===== src/rtl/seq_wdt_pkg.sv =====
package seq_wdt_pkg;
    typedef enum logic [1:0] {
        CNT_OFF  = 2'd0,
        CNT_RUN  = 2'd1,
        CNT_FIRE = 2'd2
    } cnt_state_e;

    typedef enum logic {
        SVC_IDLE  = 1'b0,
        SVC_ARMED = 1'b1
    } svc_state_e;

    typedef enum logic {
        EN_OFF = 1'b0,
        EN_ON  = 1'b1
    } en_state_e;
endpackage


===== src/rtl/wdt_ctrl_regs.sv =====
module wdt_ctrl_regs
    import seq_wdt_pkg::*;
#(
    parameter int DATA_W    = 16,
    parameter int FIELD_W   = 8,
    parameter int FIELD_LSB = 8,
    parameter int NORST_BIT = 3,
    parameter int EN_BIT    = 2
) (
    input  logic               clk,
    input  logic               rst_n,
    input  logic               wr_ctrl,
    input  logic [DATA_W-1:0]  wdata,
    output logic [FIELD_W-1:0] tmo_field,
    output logic               no_rst,
    output logic               en
);
    en_state_e en_state, en_next;

    // enable lock: state register
    always_ff @(posedge clk or negedge rst_n) begin
        if (!rst_n) en_state <= EN_OFF;
        else        en_state <= en_next;
    end

    always_comb begin
        en_next = en_state;
        unique case (en_state)
            EN_OFF: if (wr_ctrl && wdata[EN_BIT]) en_next = EN_ON;
            EN_ON:  en_next = EN_ON;
            default: en_next = EN_OFF;
        endcase
    end

    // timeout field and reset-suppress are freely writable
    always_ff @(posedge clk or negedge rst_n) begin
        if (!rst_n) begin
            tmo_field <= '0;
            no_rst    <= 1'b0;
        end else if (wr_ctrl) begin
            tmo_field <= wdata[FIELD_LSB +: FIELD_W];
            no_rst    <= wdata[NORST_BIT];
        end
    end

    always_comb en = (en_state == EN_ON);


    en_lock_chk: assert property (@(posedge clk) disable iff (!rst_n)
        en |=> en);
endmodule


===== src/rtl/wdt_svc_seq.sv =====
module wdt_svc_seq
    import seq_wdt_pkg::*;
#(
    parameter int              DATA_W = 16,
    parameter logic [DATA_W-1:0] KEY1 = 16'h5555,
    parameter logic [DATA_W-1:0] KEY2 = 16'hAAAA
) (
    input  logic              clk,
    input  logic              rst_n,
    input  logic              wr_svc,
    input  logic [DATA_W-1:0] wdata,
    output logic              reload
);
    svc_state_e state, nxt;

    always_ff @(posedge clk or negedge rst_n) begin
        if (!rst_n) state <= SVC_IDLE;
        else        state <= nxt;
    end

    always_comb begin
        nxt = state;
        if (wr_svc) begin
            unique case (state)
                SVC_IDLE:  nxt = (wdata == KEY1) ? SVC_ARMED : SVC_IDLE;
                SVC_ARMED: nxt = (wdata == KEY1) ? SVC_ARMED : SVC_IDLE;
                default:   nxt = SVC_IDLE;
            endcase
        end
    end

    // outputs
    always_comb begin
        reload = 1'b0;
        unique case (state)
            SVC_IDLE:  reload = 1'b0;
            SVC_ARMED: reload = wr_svc && (wdata == KEY2);
            default:   reload = 1'b0;
        endcase
    end


    svc_disarm_chk: assert property (@(posedge clk) disable iff (!rst_n)
        reload |=> state == SVC_IDLE);

    svc_arm_chk: assert property (@(posedge clk) disable iff (!rst_n)
        (wr_svc && wdata == KEY1) |=> state == SVC_ARMED);
endmodule


===== src/rtl/wdt_countdown.sv =====
module wdt_countdown
    import seq_wdt_pkg::*;
#(
    parameter int FIELD_W = 8
) (
    input  logic               clk,
    input  logic               rst_n,
    input  logic               en,
    input  logic               tick,
    input  logic               reload,
    input  logic               no_rst,
    input  logic [FIELD_W-1:0] field,
    output logic               trip,
    output logic               fire
);
    cnt_state_e state, nxt;
    logic [FIELD_W-1:0] cnt_q;
    logic expire;

    always_comb expire = (state == CNT_RUN) && tick && !reload && (cnt_q == '0);

    always_ff @(posedge clk or negedge rst_n) begin
        if (!rst_n) state <= CNT_OFF;
        else        state <= nxt;
    end

    always_comb begin
        nxt = state;
        unique case (state)
            CNT_OFF:  if (en) nxt = CNT_RUN;
            CNT_RUN:  if (expire && !no_rst) nxt = CNT_FIRE;
            CNT_FIRE: nxt = CNT_RUN;
            default:  nxt = CNT_OFF;
        endcase
    end

    always_ff @(posedge clk or negedge rst_n) begin
        if (!rst_n) begin
            cnt_q <= '0;
        end else begin
            unique case (state)
                CNT_OFF:  cnt_q <= field;
                CNT_RUN: begin
                    if (reload)             cnt_q <= field;
                    else if (tick) begin
                        if (cnt_q == '0)    cnt_q <= field;
                        else                cnt_q <= cnt_q - 1'b1;
                    end
                end
                CNT_FIRE: cnt_q <= field;
                default:  cnt_q <= field;
            endcase
        end
    end

    // outputs
    always_comb begin
        fire = 1'b0;
        trip = 1'b0;
        unique case (state)
            CNT_OFF:  fire = 1'b0;
            CNT_RUN:  trip = expire && !no_rst;
            CNT_FIRE: fire = 1'b1;
            default:  fire = 1'b0;
        endcase
    end


    off_hold_chk: assert property (@(posedge clk) disable iff (!rst_n)
        !en |=> state == CNT_OFF);

    reload_load_chk: assert property (@(posedge clk) disable iff (!rst_n)
        (state == CNT_RUN && reload) |=> cnt_q == $past(field));

    fire_once_chk: assert property (@(posedge clk) disable iff (!rst_n)
        state == CNT_FIRE |=> state == CNT_RUN);
endmodule


===== src/rtl/seq_watchdog.sv =====
module seq_watchdog
    import seq_wdt_pkg::*;
#(
    parameter int              DATA_W    = 16,
    parameter int              ADDR_W    = 3,
    parameter int              FIELD_W   = 8,
    parameter int              FIELD_LSB = 8,
    parameter int              NORST_BIT = 3,
    parameter int              EN_BIT    = 2,
    parameter int              TOUT_BIT  = 1,
    parameter logic [ADDR_W-1:0] OFF_CTRL = 3'h0,
    parameter logic [ADDR_W-1:0] OFF_SVC  = 3'h2,
    parameter logic [ADDR_W-1:0] OFF_STAT = 3'h4,
    parameter logic [DATA_W-1:0] KEY1     = 16'h5555,
    parameter logic [DATA_W-1:0] KEY2     = 16'hAAAA
) (
    input  logic              clk,
    input  logic              por_n,
    input  logic              rst_n,
    input  logic              tick_en,
    input  logic [ADDR_W-1:0] bus_addr,
    input  logic              bus_wr,
    input  logic [DATA_W-1:0] bus_wdata,
    output logic [DATA_W-1:0] bus_rdata,
    output logic              wdog_rst
);
    logic               rst_all_n;
    logic               wr_ctrl, wr_svc;
    logic [FIELD_W-1:0] tmo_field;
    logic               no_rst, en, reload, trip, fire;
    logic               tout_q;

    always_comb rst_all_n = rst_n & por_n;
    always_comb wr_ctrl   = bus_wr && (bus_addr == OFF_CTRL);
    always_comb wr_svc    = bus_wr && (bus_addr == OFF_SVC);

    wdt_ctrl_regs #(
        .DATA_W(DATA_W), .FIELD_W(FIELD_W), .FIELD_LSB(FIELD_LSB),
        .NORST_BIT(NORST_BIT), .EN_BIT(EN_BIT)
    ) u_ctrl (
        .clk(clk), .rst_n(rst_all_n), .wr_ctrl(wr_ctrl), .wdata(bus_wdata),
        .tmo_field(tmo_field), .no_rst(no_rst), .en(en)
    );

    wdt_svc_seq #(.DATA_W(DATA_W), .KEY1(KEY1), .KEY2(KEY2)) u_svc (
        .clk(clk), .rst_n(rst_all_n), .wr_svc(wr_svc), .wdata(bus_wdata),
        .reload(reload)
    );

    wdt_countdown #(.FIELD_W(FIELD_W)) u_cnt (
        .clk(clk), .rst_n(rst_all_n), .en(en), .tick(tick_en),
        .reload(reload), .no_rst(no_rst), .field(tmo_field),
        .trip(trip), .fire(fire)
    );

    // reset-cause flag lives in the power-on domain only
    always_ff @(posedge clk or negedge por_n) begin
        if (!por_n)    tout_q <= 1'b0;
        else if (trip) tout_q <= 1'b1;
    end

    always_comb wdog_rst = fire;

    always_comb begin
        bus_rdata = '0;
        unique case (bus_addr)
            OFF_CTRL: begin
                bus_rdata[FIELD_LSB +: FIELD_W] = tmo_field;
                bus_rdata[NORST_BIT]            = no_rst;
                bus_rdata[EN_BIT]               = en;
            end
            OFF_STAT: bus_rdata[TOUT_BIT] = tout_q;
            default:  bus_rdata = '0;
        endcase
    end


    tout_keep_chk: assert property (@(posedge clk) disable iff (!por_n)
        tout_q |=> tout_q);

    rst_flag_chk: assert property (@(posedge clk) disable iff (!rst_all_n)
        wdog_rst |-> tout_q);

    rst_pulse_chk: assert property (@(posedge clk) disable iff (!rst_all_n)
        wdog_rst |=> !wdog_rst);

    suppress_chk: assert property (@(posedge clk) disable iff (!rst_all_n)
        (no_rst && $stable(no_rst)) |-> !wdog_rst);
endmodule


===== config.mk =====
export PLATFORM = sky130hd
export DESIGN_NAME = seq_watchdog
export DESIGN_NICKNAME = d
export VERILOG_FILES = /design/src/rtl/seq_wdt_pkg.sv /design/src/rtl/wdt_ctrl_regs.sv /design/src/rtl/wdt_svc_seq.sv /design/src/rtl/wdt_countdown.sv /design/src/rtl/seq_watchdog.sv
export SDC_FILE = /design/constraint.sdc
export NUM_CORES = 1
export LEC_CHECK = 0
export ABC_AREA = 1
export BUFFER_PORTS_ARGS = -buffer_cell sky130_fd_sc_hd__buf_2
export CAP_MARGIN = 20
export CELL_PAD_IN_SITES_DETAIL_PLACEMENT = 1
export CELL_PAD_IN_SITES_GLOBAL_PLACEMENT = 1
export CORE_MARGIN = 8
export CORE_UTILIZATION = 38
export CTS_BUF_LIST = sky130_fd_sc_hd__clkbuf_8
export DETAILED_ROUTE_END_ITERATION = 16
export GPL_TIMING_DRIVEN = 0
export PLACE_DENSITY_LB_ADDON = 0.1
export SLEW_MARGIN = 10
export SYNTH_ARGS = -nofsm -noshare
export SYNTH_HDL_FRONTEND = slang
export SYNTH_SLANG_ARGS = --single-unit

===== constraint.sdc =====
create_clock -name clk -period 1.9 [get_ports clk]
set_clock_uncertainty 0.15 [all_clocks]
set_input_delay 0.38 -clock clk [delete_from_list [all_inputs] [get_ports clk]]
set_output_delay 0.38 -clock clk [all_outputs]
set_load 0.02 [all_outputs]

After elaboration in Yosys (flattened, before gate mapping)

Index checks and enable logic that the tools add are counted.

Register bits: 22
Input port bits: 24
Output and inout bits: 17
Word-level logic and storage cells: 50

Add/subtract/negate cells: 1
Eq/ne operators: 9
Muxes and demuxes: 16
Bitwise logic cells: 3
Reduce and logical (&&, ||, !) cells: 14

Operators with widths:

| cell                                                                     | number |
|---|---|
| 8-bit two-way mux                                                        | 5 |
| 16-bit by 15-bit equality test with 1-bit output (second input constant) | 1 |
| 16-bit equality test (second input constant)                             | 1 |
| 1-bit logical AND                                                        | 8 |
| 8-bit logical NOT                                                        | 1 |
| 8-bit by 1-bit subtractor with 8-bit output (second input constant)      | 1 |
| 2-bit two-way mux                                                        | 3 |
| 2-bit case mux with 3 select lines                                       | 1 |
| 1-bit two-way mux                                                        | 5 |
| 2-bit inequality test (second input constant)                            | 2 |
| 1-bit case mux with 2 select lines                                       | 2 |
| 3-bit by 2-bit equality test with 1-bit output (second input constant)   | 1 |
| 3-bit equality test (second input constant)                              | 1 |
| 3-bit logical NOT                                                        | 1 |
| 3-bit by 2-bit inequality test with 1-bit output (second input constant) | 1 |
| 2-bit by 1-bit equality test with 1-bit output (second input constant)   | 1 |
| 2-bit equality test (second input constant)                              | 1 |
| 1-bit logical NOT                                                        | 2 |
| 2-bit logical NOT                                                        | 1 |
| 1-bit inverter                                                           | 2 |
| 2-bit AND reduction                                                      | 1 |
| 1-bit bitwise AND                                                        | 1 |

Logic depth before layout (Yosys ltp)

Gate-level depths: netlist (run 1).

Depth in word-level cells: 10
Mapped depth: 10
Gate-level depth less buffers: 9

By module

From an unflattened synthesis (run 1), not the netlist that was laid out.

Cell total of the unflattened synthesis: 230
Area total of the unflattened synthesis: 1491.4 um^2

By module, submodules not included:

| module        | times used | cells an instance | area each (um^2) |
|---|---|---|---|
| wdt_countdown | 1          | 111               | 729.4 |
| wdt_ctrl_regs | 1          | 42                | 377.9 |
| seq_watchdog  | 1          | 40                | 203.9 |
| wdt_svc_seq   | 1          | 37                | 180.2 |

Worst setup path after synthesis (run 1)

OpenSTA, ideal clock, no wires.

Path kind: input-to-output
From: in bus_addr[2]
To: out bus_rdata[1]
Data arrival time: 1114 ps
Data required time: 1370 ps
Setup slack: 256 ps
Cell stages on the path: 2
Buffers on the path: 0
Path through: inv_1 nor4_1

Cells in the longest elaborated chain, start to end: 2

RTL lines:

| item                | RTL line           | RTL |
|---|---|---|
| start: declaration  | seq_watchdog.sv:21 | `input logic [ADDR_W-1:0] bus_addr,` |
| 3-bit equality test | seq_watchdog.sv:66 | `unique case (bus_addr)` |
| 1-bit two-way mux   | seq_watchdog.sv:66 |  |
| end: declaration    | seq_watchdog.sv:24 | `output logic [DATA_W-1:0] bus_rdata,` |

No other way between the ends.

Final worst setup path (run 1)

From: in bus_addr[0]
To: out bus_rdata[12]

Cells in the longest elaborated chain, start to end: 2

RTL lines:

| item              | RTL line |
|---|---|
| 3-bit logical NOT | seq_watchdog.sv:66 |
| 8-bit two-way mux | seq_watchdog.sv:66 |

No other way between the ends.

==> flow_results.xml, run 1 <==
<?xml version="1.0" encoding="UTF-8"?>
<metrics>
  <group name="layout">
    <metric name="filler_cell_count" unit="">529</metric>
    <metric name="layout-area-overhead-vs-synth" unit="%">22.7</metric>
    <metric name="layout.cell_area.non_filler" unit="sq mm">0.00181</metric>
    <metric name="drive_above_1_share" unit="%">25.3</metric>
    <metric name="mostFrequentLayoutCell" unit="">sky130_fd_sc_hd__nand2_1</metric>
    <metric name="antenna_cells" unit="">0</metric>
    <metric name="finalNetCount" unit="">280</metric>
    <metric name="most-common-layout-cells" unit="">sky130_fd_sc_hd__nand2_1, sky130_fd_sc_hd__inv_1, sky130_fd_sc_hd__buf_2</metric>
  </group>
  <group name="grt">
    <metric name="grt_remaining_overflow" unit="">0</metric>
    <metric name="vias_in_the_first_global_route" unit="">1590</metric>
    <metric name="grt_start_max_net_pins" unit="">22</metric>
    <metric name="initial_antenna_violation_count" unit="">0</metric>
    <metric name="grtUsageTotal" unit="%">13.8</metric>
    <metric name="grt_pass1_wl" unit="microns">7070</metric>
  </group>
  <group name="logic_synthesis">
    <metric name="netlist_cell_types" unit="">29</metric>
    <metric name="mean_syn_cell_area" unit="sq um">7.04</metric>
    <metric name="syn-cell-area" unit="sq mm">0.00147</metric>
    <metric name="synthCells" unit="">209</metric>
    <metric name="yosys_synthesis_warning_count" unit="">0</metric>
    <metric name="ys_seq_elements" unit="">22</metric>
    <metric name="yosysSeqAreaShare" unit="%">37.4</metric>
  </group>
  <group name="timing">
    <metric name="worst_pin_slew" unit="ns">0.849</metric>
    <metric name="report.final.slew_viol_count" unit="">0</metric>
    <metric name="totalNegativeSetupSlack" unit="ns">0</metric>
    <metric name="max_slew_margin" unit="%">43.3</metric>
    <metric name="finalSetupViolations" unit="">0</metric>
    <metric name="final_critical_path_required_period" unit="ns">1.71</metric>
    <metric name="report.final.hold_viol_count" unit="">0</metric>
    <metric name="timing.final.crit_share" unit="%">90.2</metric>
    <metric name="whs" unit="ns">0.148</metric>
    <metric name="setup_repair_after_global_routing_missed_its_margin" unit="">no</metric>
    <metric name="fmax" unit="MHz">583</metric>
  </group>
  <group name="route">
    <metric name="via_per_inst" unit="">4.74</metric>
    <metric name="dr.first_iter.drc_count" unit="">69</metric>
    <metric name="drt-total-wl" unit="microns">3990</metric>
    <metric name="drcViolationCount" unit="">0</metric>
    <metric name="average_detailed_routed_wire_length_per_instance" unit="microns">13.3</metric>
    <metric name="vias" unit="">1426</metric>
    <metric name="detail_route.first_pass.iterations" unit="">4</metric>
    <metric name="antenna_left" unit="">0</metric>
  </group>
  <group name="floorplanning">
    <metric name="initial_core_util" unit="%">39.9</metric>
    <metric name="area_of_the_core" unit="sq mm">0.00369</metric>
    <metric name="die_area" unit="sq mm">0.00612</metric>
    <metric name="io_pins" unit="">41</metric>
    <metric name="die_x" unit="microns">78.2</metric>
    <metric name="die_h" unit="microns">78.2</metric>
    <metric name="floorplan.rows" unit="">22</metric>
  </group>
  <group name="power">
    <metric name="irDropWorstVdd" unit="V">0.000458</metric>
    <metric name="power.density_cell_area" unit="mW/mm^2">1170</metric>
    <metric name="leakage" unit="nW">1.07</metric>
  </group>
  <group name="placed_design">
    <metric name="portBuffers" unit="">35</metric>
    <metric name="gp_congestion" unit="">0.740</metric>
    <metric name="placedInstanceArea" unit="sq mm">0.00172</metric>
    <metric name="final_hpwl_from_detailed_placement" unit="microns">3270</metric>
  </group>
  <group name="clock_tree">
    <metric name="max-clock-path-buffers" unit="">2</metric>
    <metric name="clockRootBuffer" unit="">sky130_fd_sc_hd__clkbuf_8</metric>
    <metric name="path_clk_slew" unit="ns">0.09</metric>
    <metric name="clock_sink_count" unit="">22</metric>
    <metric name="cts_tree" unit="">built</metric>
    <metric name="cts_setup_buffers" unit="">0</metric>
    <metric name="cts_htree_levels" unit="">1</metric>
    <metric name="clock_insertion_delay_worst_skew" unit="ns">0.26</metric>
    <metric name="cts_inserted_buffers" unit="">3</metric>
  </group>
  <group name="worst_setup_path">
    <metric name="critical_path.cell_chain" unit="">buf_2, nor2_1, nand2_2, nor2_1, buf_2</metric>
    <metric name="cpLargestDelayFamily" unit="">simple AND/OR/NAND/NOR gates</metric>
    <metric name="crit_required" unit="ns">1.37</metric>
    <metric name="worstSetupPathType" unit="">input port to output port</metric>
    <metric name="critical_path_arrival" unit="ns">1.18</metric>
    <metric name="end_kind" unit="">output port</metric>
    <metric name="startpoint_type" unit="">input port</metric>
    <metric name="critPathMaxStageDelay" unit="ns">0.18</metric>
    <metric name="crit_slowest_cell" unit="">sky130_fd_sc_hd__nor2_1</metric>
    <metric name="cp_max_fo" unit="">10</metric>
    <metric name="timing.critical_path.buf_inv" unit="">2</metric>
  </group>
  <group name="flow_run">
    <metric name="cap_viol_max_count" unit="">0</metric>
  </group>
  <group name="worst_hold_path">
    <metric name="timing.hold.worst.class" unit="">input port to async pin</metric>
  </group>
  <group name="status">
    <metric name="run_status" unit="">finished clean</metric>
  </group>
</metrics>
==> per-stage QoR <==
step | setup WS (ns) | instances | total power [mW] | utilization, %
floorplan | 0.256 | 213 | 1.43 | -
global placement | 0.0909 | 296 | 1.63 | 46.7
detailed placement | 0.0915 | 296 | 1.67 | 46.7
finish | 0.186 | 301 | 2.11 | 48.9
global route | 0.0386 | 301 | 2.30 | 48.9
CTS | 0.0846 | 301 | 2.14 | 48.9
==> path summary, 6_finish.rpt <==
path / startpoint / endpoint / slack, ns / depth (start not counted)
min in group clk: bus_wdata[2] / u_ctrl.en$_DFF_PN0_ / 0.22 / 3
hold / removal: rst_n / u_cnt.state[0]$_DFFE_PN0P_ / 0.15 / 3
setup / recovery: bus_addr[0] / bus_rdata[12] / 0.19 / 5
hold reg to reg: tout_q$_DFFE_PN0P_ / tout_q$_DFFE_PN0P_ / 0.33 / 2
max in group asynchronous: por_n / u_cnt.cnt_q[4]$_DFFE_PN0P_ / 0.36 / 4
setup reg to reg: u_cnt.cnt_q[0]$_DFFE_PN0P_ / u_cnt.cnt_q[1]$_DFFE_PN0P_ / 0.21 / 9
==> synth_stat cells <==
master | number | area [sq um]
sky130_fd_sc_hd__a21oi_1 | 3 | 15.0
sky130_fd_sc_hd__buf_4 | 5 | 37.5
sky130_fd_sc_hd__buf_6 | 1 | 11.3
sky130_fd_sc_hd__clkbuf_1 | 1 | 3.75
sky130_fd_sc_hd__clkinv_1 | 1 | 3.75
sky130_fd_sc_hd__conb_1 | 1 | 3.75
sky130_fd_sc_hd__dfrtp_1 | 22 | 551
sky130_fd_sc_hd__ha_1 | 2 | 25.0
sky130_fd_sc_hd__inv_1 | 35 | 131
sky130_fd_sc_hd__inv_2 | 2 | 7.51
sky130_fd_sc_hd__nand2_1 | 51 | 191
sky130_fd_sc_hd__nand2_2 | 2 | 12.5
sky130_fd_sc_hd__nand2_4 | 2 | 22.5
sky130_fd_sc_hd__nand3_1 | 22 | 110
sky130_fd_sc_hd__nand3_2 | 1 | 10.0
sky130_fd_sc_hd__nand3_4 | 1 | 17.5
sky130_fd_sc_hd__nand4_1 | 3 | 18.8
sky130_fd_sc_hd__nand4_2 | 1 | 12.5
sky130_fd_sc_hd__nor2_1 | 28 | 105
sky130_fd_sc_hd__nor2_2 | 4 | 25.0
sky130_fd_sc_hd__nor2_4 | 3 | 33.8
sky130_fd_sc_hd__nor2_8 | 1 | 20.0
sky130_fd_sc_hd__nor3_1 | 3 | 15.0
sky130_fd_sc_hd__nor4_1 | 2 | 12.5
sky130_fd_sc_hd__o21ai_0 | 1 | 5.00
sky130_fd_sc_hd__o21ai_1 | 7 | 35.0
sky130_fd_sc_hd__or2_4 | 1 | 8.76
sky130_fd_sc_hd__xnor2_1 | 2 | 17.5
sky130_fd_sc_hd__xor2_1 | 1 | 8.76
==> cell type report <==
class,count,area [sq um],area share [%]
buffer,7,52.6,2.91
multi-input combinational,146,743,41.2
clock inverter,1,30.0,1.66
sequential,22,551,30.5
tap,48,60.1,3.33
inverter,38,143,7.90
clock buffer,3,41.3,2.29
timing repair buffer,36,185,10.3
==> tightest hold or removal path, delay by kind of cell <==
kind	cells	cell delay, ns
and+or+nand+nor	1	0.04
buffers and inverters	2	0.68
==> registers in the layout, summed over array words and instances, names as in the netlist <==
| name | cells |
|---|---|
| u_cnt.cnt_q | 8 |
| u_svc.state | 1 |
| u_ctrl.no_rst | 1 |
| u_ctrl.tmo_field | 8 |
| u_ctrl.en | 1 |
| u_cnt.state | 2 |
| tout_q | 1 |
==> repair_timing <==
item / in CTS / in global routing
endpoints found under the setup margin: 0 / 3
hold buffers: 1 / 0
resized for setup: 0 / 1
endpoints found under the hold margin: 1 / 0
==> report_power, final <==
| group | leakage (nW) | internal, mW | total [mW] | switching [mW] |
|---|---|---|---|---|
| sequential | 0.270 | 0.603 | 0.718 | 0.116 |
| combinational | 0.763 | 0.356 | 0.944 | 0.587 |
| clock | 0.0357 | 0.281 | 0.449 | 0.167 |
==> logic make-up (layout without fill, tap and decap cells) <==
kind of cell | after synthesis | in the layout | share of synthesized area, %
buffers and inverters | 45 | 85 | 13.3
XOR/XNOR | 3 | 3 | 1.79
flip-flops | 22 | 22 | 37.4
adder cells (fa/ha/maj) | 2 | 2 | 1.70
AND/OR/NAND/NOR | 125 | 125 | 41.8
AO/OA/AOI/OAI | 11 | 11 | 3.74
other | 1 | 5 | 0.255
==> routing by layer <==
metal	GRT usage (%)	up-vias	share of wire [%]
li1	-	718	-
met3	2.51	2	3.1
met4	2.22	0	0.30
met1	15.9	684	46
met2	25.8	22	50
met5	0	-	0
(Power assumes the default switching activity.)
==> run 2: changes to the inputs <==
- CORE_MARGIN: 8 -> 2
==> run 2 against run 1 <==
- via count decreased by 1.3%
- die area shrank 28%
- count of clock-buffer cells in the layout unchanged
- critical endpoint unchanged
- first-iteration DRC count is 26% lower
- highest routed layer unchanged
- wire length down 7.4%
- global-route usage up 6.0 points
- clock power is 33% lower
- hold slack gained 0.020 ns
- power shrank 8.0%
==> flow_results.xml, run 2 (synthesis gave the netlist of run 1 again) <==
<?xml version="1.0" encoding="UTF-8"?>
<metrics>
  <group name="route">
    <metric name="via_per_inst" unit="">4.69</metric>
    <metric name="average_detailed_routed_wire_length_per_instance" unit="microns">12.3</metric>
    <metric name="dr.first_iter.drc_count" unit="">51</metric>
    <metric name="antenna_left" unit="">0</metric>
    <metric name="drt-total-wl" unit="microns">3700</metric>
    <metric name="vias" unit="">1407</metric>
    <metric name="drcViolationCount" unit="">0</metric>
    <metric name="detail_route.first_pass.iterations" unit="">4</metric>
  </group>
  <group name="timing">
    <metric name="report.final.hold_viol_count" unit="">0</metric>
    <metric name="timing.final.crit_share" unit="%">90.5</metric>
    <metric name="whs" unit="ns">0.168</metric>
    <metric name="finalWorstSetupSlack" unit="ns">0.180</metric>
    <metric name="worst_pin_slew" unit="ns">0.882</metric>
    <metric name="fmax" unit="MHz">581</metric>
    <metric name="setup_repair_after_global_routing_missed_its_margin" unit="">no</metric>
    <metric name="report.final.slew_viol_count" unit="">0</metric>
    <metric name="finalSetupViolations" unit="">0</metric>
    <metric name="totalNegativeSetupSlack" unit="ns">0</metric>
    <metric name="max_slew_margin" unit="%">41.1</metric>
    <metric name="final_critical_path_required_period" unit="ns">1.72</metric>
  </group>
  <group name="layout">
    <metric name="drive_above_1_share" unit="%">25.0</metric>
    <metric name="layout.core_utilization" unit="%">48.1</metric>
    <metric name="most-common-layout-cells" unit="">sky130_fd_sc_hd__nand2_1, sky130_fd_sc_hd__inv_1, sky130_fd_sc_hd__buf_2</metric>
    <metric name="reg.largest.list" unit="">u_cnt.cnt_q x8, u_ctrl.tmo_field x8, u_cnt.state x2</metric>
    <metric name="final_cells" unit="">300</metric>
    <metric name="mostFrequentLayoutCell" unit="">sky130_fd_sc_hd__nand2_1</metric>
    <metric name="layout-area-overhead-vs-synth" unit="%">20.7</metric>
    <metric name="finalNetCount" unit="">280</metric>
    <metric name="layout.cell_area.non_filler" unit="sq mm">0.00178</metric>
    <metric name="antenna_cells" unit="">0</metric>
  </group>
  <group name="grt">
    <metric name="grt_pass1_wl" unit="microns">6540</metric>
    <metric name="initial_antenna_violation_count" unit="">0</metric>
    <metric name="grtUsageTotal" unit="%">19.7</metric>
    <metric name="grt_remaining_overflow" unit="">0</metric>
    <metric name="grt_start_max_net_pins" unit="">22</metric>
    <metric name="vias_in_the_first_global_route" unit="">1435</metric>
  </group>
  <group name="floorplanning">
    <metric name="die_x" unit="microns">66.2</metric>
    <metric name="initial_core_util" unit="%">39.9</metric>
    <metric name="io_pins" unit="">41</metric>
    <metric name="die_h" unit="microns">66.2</metric>
    <metric name="die_area" unit="sq mm">0.00439</metric>
    <metric name="floorplan.rows" unit="">22</metric>
    <metric name="area_of_the_core" unit="sq mm">0.00369</metric>
  </group>
  <group name="clock_tree">
    <metric name="clock_insertion_delay_worst_skew" unit="ns">0.26</metric>
    <metric name="path_clk_slew" unit="ns">0.08</metric>
    <metric name="cts_htree_levels" unit="">1</metric>
    <metric name="cts_inserted_buffers" unit="">3</metric>
    <metric name="max-clock-path-buffers" unit="">2</metric>
    <metric name="clockRootBuffer" unit="">sky130_fd_sc_hd__clkbuf_8</metric>
    <metric name="cts_setup_buffers" unit="">0</metric>
    <metric name="cts_tree" unit="">built</metric>
    <metric name="clock_sink_count" unit="">22</metric>
  </group>
  <group name="power">
    <metric name="seq_power_share" unit="%">37.1</metric>
    <metric name="total_power" unit="mW">1.94</metric>
    <metric name="p_clk_share" unit="%">15.5</metric>
    <metric name="irDropWorstVdd" unit="V">0.000275</metric>
    <metric name="power.density_cell_area" unit="mW/mm^2">1090</metric>
    <metric name="leakage" unit="nW">1.06</metric>
    <metric name="swShare" unit="%">43.4</metric>
    <metric name="combPwrFrac" unit="%">47.5</metric>
    <metric name="internal_power" unit="mW">1.10</metric>
    <metric name="p_sw" unit="uW">843</metric>
  </group>
  <group name="worst_setup_path">
    <metric name="end_kind" unit="">output port</metric>
    <metric name="crit_required" unit="ns">1.37</metric>
    <metric name="worstSetupPathType" unit="">input port to output port</metric>
    <metric name="critical_path_arrival" unit="ns">1.19</metric>
    <metric name="rr_startpoint" unit="">u_cnt.cnt_q[0]$_DFFE_PN0P_</metric>
    <metric name="beginning_of_the_critical_path" unit="">bus_addr[0]</metric>
    <metric name="startpoint_type" unit="">input port</metric>
    <metric name="cp_max_fo" unit="">10</metric>
  </group>
  <group name="placed_design">
    <metric name="placedInstanceArea" unit="sq mm">0.00172</metric>
    <metric name="portBuffers" unit="">35</metric>
    <metric name="gp_congestion" unit="">0.788</metric>
    <metric name="number_of_cells_after_detailed_placement" unit="">296</metric>
    <metric name="detailedPlace.worstSlack" unit="ns">0.0870</metric>
    <metric name="final_hpwl_from_detailed_placement" unit="microns">2950</metric>
  </group>
  <group name="flow_run">
    <metric name="cap_viol_max_count" unit="">0</metric>
  </group>
  <group name="status">
    <metric name="run_status" unit="">finished clean</metric>
  </group>
  <group name="worst_hold_path">
    <metric name="timing.hold.worst.class" unit="">input port to async pin</metric>
  </group>
</metrics>
==> run 2: area by class of cell <==
class	instances	area (sq um)
Fill cell	528	1910
Multi-Input combinational cell	146	743
Sequential cell	22	551
Timing Repair Buffer	36	185
Inverter	38	143
Tap cell	48	60.1
Buffer	7	52.6
Clock buffer	3	41.3
==> run 2: per-layer routing <==
layer / global-route usage [%] / vias up / part of all wire [%]
met5: 0 / - / 0
met4: 10.2 / 0 / 2.6
met3: 3.24 / 8 / 3.4
met2: 32.8 / 28 / 47
met1: 24.4 / 651 / 47
li1: - / 720 / -
==> run 2: power groups by stage <==
stage	clock, mW	sequential (mW)	combinational, mW
4_1_cts	0.316	0.719	0.930
3_3_place_gp	0	0.724	0.908
3_5_place_dp	0	0.728	0.922
6_report	0.301	0.720	0.922
2_1_floorplan	0	0.694	0.734
5_1_grt	0.330	0.742	1.08
==> run 2: path summary, 6_finish.rpt <==
check                                                       end  slack [ns]  depth (start not counted)
worst max-delay path                              bus_rdata[12]        0.18                          5
worst min-delay path                 u_cnt.cnt_q[7]$_DFFE_PN0P_        0.17                          3
worst min register to register               tout_q$_DFFE_PN0P_        0.32                          2
max in group asynchronous               u_svc.state$_DFFE_PN0N_        0.33                          4
min in group clk                u_ctrl.tmo_field[2]$_DFFE_PN0P_        0.23                          3
worst max register to register       u_cnt.cnt_q[7]$_DFFE_PN0P_        0.24                          9
==> run 2: critical path, stage by stage <==
cell and delay (ns):
sky130_fd_sc_hd__buf_2 0.11, sky130_fd_sc_hd__nor2_1 0.19, sky130_fd_sc_hd__nand2_2 0.18, sky130_fd_sc_hd__nor2_1 0.15, sky130_fd_sc_hd__buf_2 0.18
==> run 2: what timing repair did <==
action                     4_1_cts  5_1_grt
resized for setup                0        1
hold endpoints to repair         1        0
setup endpoints to repair        0        7
hold buffers                     1        0
